**src/rtl/sram_ce_write_seq.sv**
```systemverilog
`timescale 1ns/1ps
module sram_ce_write_seq #(
  parameter int ADDR_W          = 18,
  parameter int LANES           = 4,
  parameter int CLK_NS          = 10,
  parameter int T_ADDR_SETUP_NS = 0,
  parameter int T_EN_LOW_NS     = 10,
  parameter int T_WE_TO_EN_NS   = 10,
  parameter int T_ADDR_VALID_NS = 12,
  parameter int T_DATA_SETUP_NS = 7,
  parameter int T_CYCLE_NS      = 15
) (
  input  logic                 clk,
  input  logic                 rst_n,
  input  logic                 req_valid,
  output logic                 req_ready,
  input  logic [ADDR_W-1:0]    req_addr,
  input  logic [8*LANES-1:0]   req_data,
  input  logic [LANES-1:0]     req_mask,
  output logic [ADDR_W-1:0]    ram_addr,
  output logic [LANES-1:0]     ram_bsel_n,
  output logic                 ram_we_n,
  output logic                 ram_oe_n,
  output logic [8*LANES-1:0]   ram_dq_out,
  output logic                 ram_dq_drive
);
  function automatic int to_cyc(int ns);
    return (ns + CLK_NS - 1) / CLK_NS + 1;
  endfunction

  function automatic int max2(int a, int b);
    return (a > b) ? a : b;
  endfunction

  localparam int SETUP_CYC   = to_cyc(T_ADDR_SETUP_NS);
  localparam int STROBE_CYC  = max2(1, max2(max2(to_cyc(T_EN_LOW_NS), to_cyc(T_DATA_SETUP_NS)),
                                           max2(to_cyc(T_ADDR_VALID_NS) - SETUP_CYC,
                                                to_cyc(T_WE_TO_EN_NS) - SETUP_CYC)));
  localparam int RECOVER_CYC = max2(1, to_cyc(T_CYCLE_NS) - SETUP_CYC - STROBE_CYC - 1);
  localparam int MAX_CYC     = max2(max2(SETUP_CYC, STROBE_CYC), RECOVER_CYC);
  localparam int CNT_W       = $clog2(MAX_CYC + 1);

  typedef enum logic [2:0] {S_IDLE, S_SETUP, S_STROBE, S_RELEASE, S_RECOVER} state_t;

  state_t             state;
  logic [CNT_W-1:0]   cnt;
  logic [ADDR_W-1:0]  addr_q;
  logic [8*LANES-1:0] data_q;
  logic [LANES-1:0]   mask_q;
  wire                last = (cnt == '0);

  always_ff @(posedge clk or negedge rst_n) begin
    if (!rst_n) begin
      state  <= S_IDLE;
      cnt    <= '0;
      addr_q <= '0;
      data_q <= '0;
      mask_q <= '0;
    end else begin
      case (state)
        S_IDLE: if (req_valid) begin
          state  <= S_SETUP;
          cnt    <= CNT_W'(SETUP_CYC - 1);
          addr_q <= req_addr;
          data_q <= req_data;
          mask_q <= req_mask;
        end
        S_SETUP: if (last) begin
          state <= S_STROBE;
          cnt   <= CNT_W'(STROBE_CYC - 1);
        end else cnt <= cnt - 1'b1;
        S_STROBE: if (last) begin
          state <= S_RELEASE;
          cnt   <= '0;
        end else cnt <= cnt - 1'b1;
        S_RELEASE: begin
          state <= S_RECOVER;
          cnt   <= CNT_W'(RECOVER_CYC - 1);
        end
        S_RECOVER: if (last) state <= S_IDLE;
                   else cnt <= cnt - 1'b1;
        default: state <= S_IDLE;
      endcase
    end
  end

  assign req_ready    = (state == S_IDLE);
  assign ram_addr     = addr_q;
  assign ram_bsel_n   = (state == S_STROBE) ? ~mask_q : '1;
  assign ram_we_n     = !(state == S_SETUP || state == S_STROBE || state == S_RELEASE);
  assign ram_oe_n     = 1'b1;
  assign ram_dq_out   = data_q;
  assign ram_dq_drive = (state == S_STROBE || state == S_RELEASE);
endmodule


```
**config.mk**
```make
export PLATFORM = sky130hd
export DESIGN_NAME = sram_ce_write_seq
export DESIGN_NICKNAME = d
export VERILOG_FILES = /design/src/rtl/sram_ce_write_seq.sv
export SDC_FILE = /design/constraint.sdc
export NUM_CORES = 1
export LEC_CHECK = 0
export BUFFER_PORTS_ARGS = -buffer_cell sky130_fd_sc_hd__buf_4
export CAP_MARGIN = 10
export CORE_AREA = 5 5 88 90
export CTS_CLUSTER_SIZE = 28
export DETAILED_ROUTE_END_ITERATION = 10
export DIE_AREA = 0 0 93 95
export GPL_ROUTABILITY_DRIVEN = 1
export PLACE_DENSITY_LB_ADDON = 0.3
export REMOVE_ABC_BUFFERS = 1
export SYNTH_ARGS = -nofsm -noshare
export SYNTH_HDL_FRONTEND = slang
export SYNTH_SLANG_ARGS = --single-unit
```
**constraint.sdc**
```tcl
create_clock -name clk -period 3.2 [get_ports clk]
set_input_delay 0.16 -clock clk [delete_from_list [all_inputs] [get_ports clk]]
set_output_delay 0.16 -clock clk [all_outputs]
set_load 0.01 [all_outputs]
```
* Word level (Yosys, flattened, before mapping) *
Index checks and enable logic that the tools add are counted.

storage, ports and cells
  bits in registers = 59
  bits of input ports = 57
  output and inout port bits = 58
  word-level logic and storage cells = 37

cells by class
  $add $sub $neg = 1
  equality and inequality tests = 9
  mux-type cells = 11
  bitwise gates (word level) = 1
  reduce and logical (&&, ||, !) cells = 10

operator list
  operator             count
  $pmux 3 s5           1
  $mux 3               4
  $ne 2x2->1 const B   5
  $pmux 2 s5           1
  $mux 2               4
  $eq 3x2->1 const B   2
  $reduce_bool 5->1    1
  $mux 4               1
  $not 4->4            1
  $reduce_and 4->1     1
  $eq 3x1->1 const B   1
  $eq 3x3->1 const B   1
  $logic_not 3->1      1
  $logic_or 1x1->1     3
  $reduce_and 3->1     1
  $logic_not 2->1      1
  $reduce_and 2->1     1
  $sub 2x1->2 const B  1
  $logic_not 1->1      1

* Depth between registers and ports, before layout *
Gate-level depths: netlist of the first run.

  word-level depth = 4
  gate-level depth with buffers = 6

* Worst setup path before layout of the first run *
No wires, ideal clock.

  path type = register to register
  start = register state[1]
  end = register mask_q[0]
  library setup time = 125 ps
  arrival time = 1576 ps
  required time = 3075 ps
  setup slack = 1499 ps
  stages on the path, launching flop included = 7
  path buffers = 3
  cell sequence = dfrtp_1 -> or2_1 -> buf_6 -> nor3b_2 -> buf_6 -> buf_12 -> mux2_4

on the way
  cells in the longest elaborated chain, start to end = 2

ends and longest elaborated chain
  item                        RTL line  text
  from (decl)                 45        state_t state;
  from (signal assigned)      54        state <= S_IDLE;
  from (signal assigned)      62        state <= S_SETUP;
  from (signal assigned)      69        state <= S_STROBE;
  $logic_not 3->1             60        case (state)
  $reduce_and 2->1 (no line)  -
  to (signal assigned)        66        mask_q <= req_mask;
  to (decl)                   49        logic [LANES-1:0] mask_q;

No other way between the ends.
A chain may end at the register's enable or synchronous reset.

* Final worst setup path of the first run *
  start = register state[0]
  end = register data_q[20], in the netlist ram_dq_out[20]

on the way
  cells in the longest elaborated chain, start to end = 2

ends and longest elaborated chain
  item                        RTL line  text
  $logic_not 3->1             60
  $reduce_and 2->1 (no line)  -
  to (signal assigned)        65        data_q <= req_data;
  to (decl)                   48        logic [8*LANES-1:0] data_q;

No other way between the ends.

==> results.tsv, run 1 <==
stage	metric	value	unit
outcome	status	complete, no violations	
critical_path	Critical Path Max Stage Delay	0.52	ns
final_layout	post-layout net count	341	
final_layout	FF+latch area	1480	um2
clock_network	H-tree depth	3	
clock_network	Reg clk slew, reported paths	0.07	ns
power_and_ir_drop	overall power	3.93	mW
yosys	Yosys reg bits	59	
timing	Tcrit/Tclk final	0.659	
timing	Slew Limit Fails	0	
power_and_ir_drop	Leak	1.84	nW
die	I/O Pins	115	
clock_network	# Post-CTS Setup Buffers	0	
global_routing	met2 usage	0.199	
min_path	Hold Crit Class	in -> reg	
clock_network	clk root buf	clkbuf_8	
yosys	mapped cell area	2660	um2
power_and_ir_drop	worst vdd ir	0.311	mV
place	Routability Congestion	0.746	
critical_path	Crit Path Category	reg -> reg	
yosys	predominant post-synthesis flop cell	dfrtp_1	
place	Final HPWL DP	4250	um
die	starting density of the core	0.381	
yosys	Syn Inst Count	164	
yosys	synth warn	0	
yosys	asr flop ratio synth	1.00	
global_routing	number of global-route vias before repair	1741	
global_routing	total gr overflow	0	
global_routing	GR Util met1	0.172	
detailed_routing	DR iter-0 viols	35	
final_layout	layout cells sized above 1	0.647	
yosys	sequential share of the synthesized area	0.555	
global_routing	pin count of the biggest net entering global routing	60	
detailed_routing	routed vias	1746	
global_routing	GRT busiest layer	met2	
critical_path	CP bufs+invs	1	
timing	slew margin rel.	0.510	
clock_network	number of CTS-inserted buffers	9	
timing	clk_skew	0.00692	ns
timing	Final Hold Viols	0	
timing	RSZ-0062 raised after global routing	false	
clock_network	clk_lat worst skew	0.33	ns
timing	final hold slack	0.0511	ns
yosys	most common cell in the synthesized netlist	dfrtp_1	
job	maxcap violations	0	
die	Die Area	8840	um2
final_layout	area grow syn2layout	39.0	%
yosys	Post-synth EDFFs	0	
yosys	Yosys top cell by area	dfrtp_1	
yosys	Synth top cells by count	dfrtp_1, mux2_4, nand2_1, buf_12	
detailed_routing	routed vias/inst	4.74	
detailed_routing	Antenna Nets Post-Route	0	
die	core area	6980	um2
critical_path	Worst EP arrival	2.32	ns
global_routing	first-pass GRT wire length	8940	um
yosys	Synth area leaders	dfrtp_1, mux2_4, buf_12, mux2_2, ha_1	
global_routing	GRT Total Usage	0.134	
critical_path	critical-path cell list	or2_1 > nor3b_4 > buf_4 > mux2_2	
detailed_routing	routed len/inst	16.4	um
critical_path	maximum fanout along the worst path	34	
clock_network	Max Root-Sink Buffers	2	
critical_path	slowest CP cell	buf_4	
critical_path	Setup crit end kind	flip-flop	
critical_path	Startpoint Class	flip-flop	
final_layout	Filler cells	614	
global_routing	initial antenna violation count	0	
clock_network	CTS tree	built	
final_layout	Ant. Diodes	0	
place	worst slack, placed	1.10	ns
power_and_ir_drop	power per cell area	1060	nW/um2
die	DIE HEIGHT	95	um
timing	crit path time final	2.11	ns
yosys	distinct cell type count after synthesis	27	
yosys	syn_area_per_cell	16.2	um2
die	width of the chip	93	um
detailed_routing	DR DRC count	0	
place	Port Buffers	113	
die	# rows	31	
timing	fmax	474	MHz
detailed_routing	drt pass-1 iters	6	
critical_path	Critical Path RT	3.42	ns
final_layout	Multi-input gate area	1040	um2
detailed_routing	WL final	6050	um
yosys	Yosys top cell area share	0.555	
clock_network	Sink Count	59	
critical_path	cell family with most CP delay	simple AND/OR/NAND/NOR gates	
timing	worst setup margin	1.09	ns
timing	Final Setup Violations	0	
global_routing	met3 Resource Use GR	0.0510	
timing	Worst Tran Pin Value	0.735	ns
state kept, by name (all words and copies together), names as in the netlist:
| signal | count |
|---|---|
| cnt | 2 |
| mask_q | 4 |
| ram_addr | 18 |
| ram_dq_out | 32 |
| state | 3 |
power breakdown:
group          total [mW]  internal, mW  switching [mW]
Clock               0.668         0.377           0.291
Combinational        1.89          1.17           0.719
Sequential           1.38          1.13           0.246
per-layer routing:
metal	vias up	share of wire
met5	-	0
met4	0	0.017
met3	9	0.086
met2	83	0.45
met1	856	0.44
li1	798	-
cells by family (layout without fill, tap and decap cells):
group | Yosys count | count (layout) | synth area share
buffers and inverters | 13 | 135 | 0.0559
other | 1 | 1 | 0.00141
muxes | 54 | 54 | 0.299
DFF | 59 | 59 | 0.555
adders and majority gates | 3 | 3 | 0.0141
AOI/OAI and AO/OA | 11 | 11 | 0.0282
and+or+nand+nor | 23 | 23 | 0.0470
layout make-up:
| cell class | count | area share |
|---|---|---|
| clock buffers | 11 | 0.0382 |
| clock inverters | 5 | 0.0142 |
| inverters | 3 | 0.00304 |
| multi-input cells | 92 | 0.282 |
| flip-flops and latches | 59 | 0.399 |
| well taps | 82 | 0.0277 |
| repair buffers | 116 | 0.236 |
placed cells by master (no fill, tap or decap):
cell           instances
inv_1                  3
nor3b_1                2
or2_1                  1
mux2_4                50
nor2b_1                3
mux2_2                 4
ha_1                   3
a21oi_1                3
bufinv_16              1
a221oi_1               1
clkinv_2               3
and2_1                 1
nand2_1                8
o21a_1                 1
dfrtp_1               59
o22ai_1                3
or2b_1                 1
buf_4                115
nor2_1                 4
and2b_1                1
nand2b_1               1
dlygate4sd3_1          1
conb_1                 1
o31ai_1                1
a31oi_1                1
clkbuf_8              10
clkbuf_1               1
nor3b_4                1
o2111a_1               1
clkinvlp_4             1
final timing paths:
path / start / end / slack, ns / cells after the start
hold / removal: req_addr[3] / ram_addr[3]$_DFFE_PN0P_ / 0.05 / 2
setup reg to reg: state[0]$_DFFE_PN0P_ / ram_dq_out[20]$_DFFE_PN0P_ / 1.09 / 4
max in group asynchronous: rst_n / state[2]$_DFFE_PN0P_ / 2.27 / 2
min in group asynchronous: rst_n / ram_addr[17]$_DFFE_PN0P_ / 0.45 / 2
setup / recovery: state[0]$_DFFE_PN0P_ / ram_dq_out[20]$_DFFE_PN0P_ / 1.09 / 4
hold reg to reg: ram_addr[7]$_DFFE_PN0P_ / ram_addr[7]$_DFFE_PN0P_ / 0.51 / 1
timing repair:
| action | CTS | global route |
|---|---|---|
| hold endpoints to repair | 59 | 0 |
| hold buffers | 1 | 0 |
| resized for setup | 0 | 0 |
| setup endpoints to repair | 0 | 0 |
per-stage QoR:
step	area, um2	util	instances	TNS (ns)
2_1_floorplan	2520	-	154	-75.91
3_3_place_gp	3500	0.501	351	0
3_5_place_dp	3500	0.501	351	0
4_1_cts	3700	0.530	368	0
5_1_grt	3700	0.530	368	0
6_report	3700	0.530	368	0
worst register-to-register path: cells and delay by family (launching register included):
kind | cells | cell delay [ns]
AND/OR/NAND/NOR | 2 | 0.61
buffers and inverters | 1 | 0.52
flip-flops | 1 | 0.44
multiplexers | 1 | 0.43
(Power assumes the default switching activity.)
==> run 2, diff against run 1 <==
- clock period: 3.2 -> 1.95 ns (I/O delays scaled with it)
==> run 2 against run 1 <==
  * Die area stayed put
  * Core utilization is 9.1 points higher
  * Clock skew is 0.0032 ns higher
  * Sequential power is 64% higher
  * First-iteration DRC count is 51% higher
  * Hold slack better by 0.068 ns
  * Via count is 13% higher
  * Wire length is 12% higher
  * Critical path type unchanged
  * Critical path depth stayed put
  * Clock power is 100% higher
==> results.tsv, run 2 (same netlist as run 1, synthesis figures left out) <==
stage	metric	value	unit	change
detailed_routing	Antenna Nets Post-Route	0		unchanged
timing	Final Setup Violations	0		unchanged
power_and_ir_drop	overall power	6.93	mW	was 3.93 mW
timing	sum of negative setup slack	0	ns	unchanged
power_and_ir_drop	Sw Ratio	0.307		was 0.319
die	core area	6980	um2	unchanged
critical_path	Setup crit end kind	flip-flop		unchanged
power_and_ir_drop	sw power	2.13	mW	was 1.26 mW
die	I/O Pins	115		unchanged
power_and_ir_drop	Cell Int Power	4.80	mW	was 2.68 mW
place	Port Buffers	113		unchanged
final_layout	Ant. Diodes	0		unchanged
die	Die Area	8840	um2	unchanged
timing	slew margin rel.	0.509		was 0.510
place	Routability Congestion	0.748		was 0.746
detailed_routing	WL final	6790	um	was 6050 um
clock_network	clk root buf	clkbuf_8		unchanged
power_and_ir_drop	Leak	2.11	nW	was 1.84 nW
detailed_routing	routed vias/inst	4.64		was 4.74
clock_network	number of CTS-inserted buffers	9		unchanged
clock_network	clk_lat worst skew	0.33	ns	about the same
critical_path	Critical Path Max Stage Delay	0.42	ns	was 0.52 ns
timing	RSZ-0062 raised after global routing	false		unchanged
timing	fmax	557	MHz	was 474 MHz
timing	Slew Limit Fails	0		unchanged
power_and_ir_drop	Seq pwr share	0.328		was 0.350
critical_path	maximum fanout along the worst path	23		was 34
die	width of the chip	93	um	unchanged
final_layout	Largest register FFs	32		unchanged
final_layout	layout cells sized above 1	0.551		was 0.647
timing	final hold slack	0.119	ns	was 0.0511 ns
place	placed insts	354		was 351
detailed_routing	routed vias	1974		was 1746
outcome	status	complete, no violations		unchanged
global_routing	GRT Total Usage	0.155		was 0.134
detailed_routing	routed len/inst	16.0	um	was 16.4 um
clock_network	Sink Count	59		unchanged
power_and_ir_drop	Comb pwr share	0.477		was 0.480
die	DIE HEIGHT	95	um	unchanged
detailed_routing	drt pass-1 iters	4		was 6
power_and_ir_drop	power per cell area	1600	nW/um2	was 1060 nW/um2
timing	crit path time final	1.79	ns	was 2.11 ns
final_layout	Filler cells	534		was 614
die	# rows	31		unchanged
critical_path	Worst EP arrival	2.00	ns	was 2.32 ns
job	maxcap violations	0		unchanged
timing	Final Hold Viols	0		unchanged
timing	Worst Tran Pin Value	0.736	ns	was 0.735 ns
critical_path	Crit Path Category	reg -> reg		unchanged
power_and_ir_drop	Clock Power Share	0.195		was 0.170
timing	clk_skew	0.0101	ns	was 0.00692 ns
final_layout	Layout Cells excl Fill	425		was 368
detailed_routing	DR DRC count	0		unchanged
global_routing	total gr overflow	0		unchanged
final_layout	post-layout net count	398		was 341
clock_network	H-tree depth	3		unchanged
critical_path	Critical Path RT	2.16	ns	was 3.42 ns
critical_path	Startpoint Class	flip-flop		unchanged
critical_path	slowest CP cell	dfrtp_1		was buf_4
final_layout	Core Util, Final	0.622		was 0.530
final_layout	commonest cells after routing, fill and taps aside	buf_4, dfrtp_1, dlygate4sd3_1		was buf_4, dfrtp_1, mux2_4
critical_path	critical-path cell list	or2_1 > nor3b_4 > buf_12 > mux2_2		was or2_1 > nor3b_4 > buf_4 > mux2_2
final_layout	area grow syn2layout	63.0	%	was 39.0%
clock_network	Max Root-Sink Buffers	2		unchanged
die	starting density of the core	0.381		unchanged
clock_network	CTS tree	built		unchanged
final_layout	commonest non-fill, non-tap cell in the layout	buf_4		unchanged
detailed_routing	DR iter-0 viols	53		was 35
min_path	Hold Crit Class	in -> reg		unchanged
global_routing	pin count of the biggest net entering global routing	60		unchanged
power_and_ir_drop	worst vdd ir	0.810	mV	was 0.311 mV
timing	Tcrit/Tclk final	0.920		was 0.659
clock_network	Reg clk slew, reported paths	0.07	ns	about the same
global_routing	first-pass GRT wire length	10500	um	was 8940 um
global_routing	number of global-route vias before repair	2095		was 1741
global_routing	initial antenna violation count	0		unchanged
[run 2: changes by cell type in the layout (fill, tap and decap cells not counted)]
| cell | delta |
|---|---|
| bufinv_16 | +2 |
| nor2b_1 | -1 |
| clkinvlp_4 | -1 |
| buf_12 | +2 |
| clkinv_2 | -1 |
| dlygate4sd3_1 | +54 |
| buf_4 | +1 |
| nor2b_2 | +1 |
[run 2: metrics by stage]
stage               setup WS, ns  area (um2)
finish                     0.156        4340
global route              0.0590        4340
CTS                        0.128        4300
detailed placement         0.187        3540
global placement           0.219        3540
floorplan                  -2.70        2520
[run 2: worst max-delay path: cells and delay by family, from the launching register on]
family	cells	cell delay (ns)
buf+inv	1	0.25
flops	1	0.42
simple gates	2	0.63
mux	1	0.36
[run 2: power groups by stage]
stage / combinational (mW) / sequential [mW] / clock, mW
6_report: 3.31 / 2.27 / 1.35
5_1_grt: 3.52 / 2.36 / 1.45
4_1_cts: 3.32 / 2.26 / 1.38
3_5_place_dp: 3.22 / 2.27 / 0
3_3_place_gp: 3.17 / 2.25 / 0
2_1_floorplan: 1.67 / 2.47 / 0
[run 2: timing repair]
action                                  CTS  global route
gates resized for setup                   0             1
hold endpoints to repair                109             4
hold buffers                             51             4
buffers inserted                          0             0
endpoints found under the setup margin    0             3
[run 2: per-layer routing]
metal,part of all wire,track usage,vias to the layer above,routed length (um)
li1,-,-,913,-
met1,0.43,0.190,964,2910
met2,0.48,0.253,86,3280
met3,0.068,0.0486,11,462
met4,0.020,0.0635,0,134
met5,0,0,-,0
[run 2: final timing paths]
| path | startpoint | endpoint | slack (ns) | cells after the start |
|---|---|---|---|---|
| max reg2reg | state[1]$_DFFE_PN0P_ | ram_dq_out[20]$_DFFE_PN0P_ | 0.16 | 4 |
| min reg2reg | ram_dq_out[22]$_DFFE_PN0P_ | ram_dq_out[22]$_DFFE_PN0P_ | 0.51 | 1 |
| min | req_valid | state[0]$_DFFE_PN0P_ | 0.12 | 2 |
| min in group asynchronous | rst_n | ram_dq_out[25]$_DFFE_PN0P_ | 0.38 | 2 |
| max | state[1]$_DFFE_PN0P_ | ram_dq_out[20]$_DFFE_PN0P_ | 0.16 | 4 |
| max in group asynchronous | rst_n | state[0]$_DFFE_PN0P_ | 1.08 | 2 |
[run 2: final cells by class]
cell class / instances / area [um2] / area share
timing repair buffer: 173 / 1460 / 0.337
inverter: 3 / 11.3 / 0.00260
multi-input combinational: 92 / 1050 / 0.241
clock inverter: 5 / 100 / 0.0231
tap: 82 / 103 / 0.0236
sequential: 59 / 1480 / 0.340
clock buffer: 11 / 141 / 0.0326
==> run 3, diff against run 2 <==
- CTS_BUF_LIST: unset -> sky130_fd_sc_hd__clkbuf_8
==> run 3 against run 2 <==
  * Sequential power hardly changed
  * Via count down 0.15%
  * Flip-flop and latch count did not move
  * Worst setup slack improved by 0.0021 ns
  * Critical path type unchanged
  * Critical endpoint unchanged
  * Largest cell class unchanged
  * Highest routed layer unchanged
==> results.tsv, run 3 (same netlist as run 1, synthesis figures left out) <==
stage	metric	value	unit	change
outcome	status	complete, no violations		unchanged
clock_network	Reg clk slew, reported paths	0.07	ns	about the same
place	worst slack, placed	0.187	ns	unchanged
final_layout	Core Util, Final	0.622		unchanged
timing	sum of negative setup slack	0	ns	unchanged
detailed_routing	drt pass-1 iters	4		unchanged
final_layout	commonest non-fill, non-tap cell in the layout	buf_4		unchanged
power_and_ir_drop	worst vdd ir	0.810	mV	about the same
place	Port Buffers	113		unchanged
global_routing	number of global-route vias before repair	2095		unchanged
timing	Tcrit/Tclk final	0.919		was 0.920
global_routing	GRT Total Usage	0.155		unchanged
critical_path	slowest CP cell	dfrtp_1		unchanged
global_routing	total gr overflow	0		unchanged
timing	Final Hold Viols	0		unchanged
die	core area	6980	um2	unchanged
critical_path	Crit Path Category	reg -> reg		unchanged
die	width of the chip	93	um	unchanged
critical_path	Setup crit end kind	flip-flop		unchanged
clock_network	H-tree depth	3		unchanged
detailed_routing	Antenna Nets Post-Route	0		unchanged
critical_path	Worst EP arrival	2.00	ns	about the same
die	Die Area	8840	um2	unchanged
job	maxcap violations	0		unchanged
global_routing	first-pass GRT wire length	10500	um	unchanged
detailed_routing	routed len/inst	16.0	um	about the same
critical_path	CP bufs+invs	1		unchanged
critical_path	Critical Path Max Stage Delay	0.42	ns	about the same
detailed_routing	DR iter-0 viols	56		was 53
final_layout	post-layout net count	398		unchanged
timing	RSZ-0062 raised after global routing	false		unchanged
die	# rows	31		unchanged
timing	Slew Limit Fails	0		unchanged
detailed_routing	routed vias	1971		was 1974
final_layout	layout cells sized above 1	0.551		unchanged
power_and_ir_drop	overall power	6.93	mW	about the same
final_layout	Largest register FFs	32		unchanged
die	starting density of the core	0.381		unchanged
critical_path	critical-path cell list	or2_1 > nor3b_4 > buf_12 > mux2_2		unchanged
clock_network	Sink Count	59		unchanged
die	I/O Pins	115		unchanged
min_path	Hold Crit Class	in -> reg		unchanged
final_layout	commonest cells after routing, fill and taps aside	buf_4, dfrtp_1, dlygate4sd3_1		unchanged
final_layout	Ant. Diodes	0		unchanged
critical_path	Startpoint Class	flip-flop		unchanged
timing	worst setup margin	0.158	ns	was 0.156 ns
timing	slew margin rel.	0.508		was 0.509
global_routing	initial antenna violation count	0		unchanged
detailed_routing	WL final	6780	um	was 6790 um
place	Routability Congestion	0.748		unchanged
critical_path	maximum fanout along the worst path	23		unchanged
timing	Final Setup Violations	0		unchanged
clock_network	number of CTS-inserted buffers	9		unchanged
clock_network	clk root buf	clkbuf_8		unchanged
clock_network	clk_lat worst skew	0.33	ns	about the same
global_routing	pin count of the biggest net entering global routing	60		unchanged
detailed_routing	DR DRC count	0		unchanged
timing	fmax	558	MHz	was 557 MHz
timing	crit path time final	1.79	ns	about the same
final_layout	area grow syn2layout	63.0	%	unchanged
critical_path	Critical Path RT	2.16	ns	about the same
detailed_routing	routed vias/inst	4.64		about the same
clock_network	Max Root-Sink Buffers	2		unchanged
critical_path	cell family with most CP delay	simple AND/OR/NAND/NOR gates		unchanged
power_and_ir_drop	Leak	2.11	nW	about the same
clock_network	CTS tree	built		unchanged
timing	Worst Tran Pin Value	0.737	ns	was 0.736 ns
die	DIE HEIGHT	95	um	unchanged
timing	clk_skew	0.00961	ns	was 0.0101 ns
power_and_ir_drop	power per cell area	1600	nW/um2	about the same
-- run 3: layout make-up --
type | instances | area, um2
timing repair buffer | 173 | 1460
fill | 534 | 2640
tap | 82 | 103
inverter | 3 | 11.3
multi-input combinational | 92 | 1050
clock inverter | 6 | 104
clock buffer | 10 | 138
sequential | 59 | 1480
-- run 3: what timing repair did --
action | in CTS | in global routing
setup endpoints to repair | 0 | 3
resized for setup | 0 | 1
hold endpoints to repair | 109 | 4
hold buffers | 51 | 4
buffers inserted | 0 | 0
-- run 3: where the power goes --
group          switching, mW  internal [mW]
logic                   1.24           2.07
registers              0.419           1.86
clock network          0.470          0.875
-- run 3: path summary, 6_finish.rpt --
| check | startpoint | end | slack [ns] | depth (start not counted) |
|---|---|---|---|---|
| min | req_valid | state[0]$_DFFE_PN0P_ | 0.12 | 2 |
| max | state[1]$_DFFE_PN0P_ | ram_dq_out[20]$_DFFE_PN0P_ | 0.16 | 4 |
| max in group asynchronous | rst_n | state[0]$_DFFE_PN0P_ | 1.08 | 2 |
| min reg2reg | ram_dq_out[22]$_DFFE_PN0P_ | ram_dq_out[22]$_DFFE_PN0P_ | 0.51 | 1 |
| min in group asynchronous | rst_n | ram_dq_out[25]$_DFFE_PN0P_ | 0.38 | 2 |
| max reg2reg | state[1]$_DFFE_PN0P_ | ram_dq_out[20]$_DFFE_PN0P_ | 0.16 | 4 |
-- run 3: per-stage QoR --
step	hold slack [ns]	instance area (um2)	instances
after floorplan	-0.198	2520	154
after global placement	0.210	3540	354
after detailed placement	0.209	3540	354
after CTS	0.000696	4300	421
after global routing	0.114	4340	425
final	0.119	4340	425
-- run 3: worst reg2reg max path, stage by stage, from the launching register on --
cell,delay (ns)
dfrtp_1,0.42
or2_1,0.30
nor3b_4,0.34
buf_12,0.25
mux2_2,0.36
-- run 3: per-layer routing --
layer | GRT usage | wire, um
met2 | 0.253 | 3290
met5 | 0 | 0
met3 | 0.0486 | 471
met4 | 0.0635 | 140
met1 | 0.190 | 2880
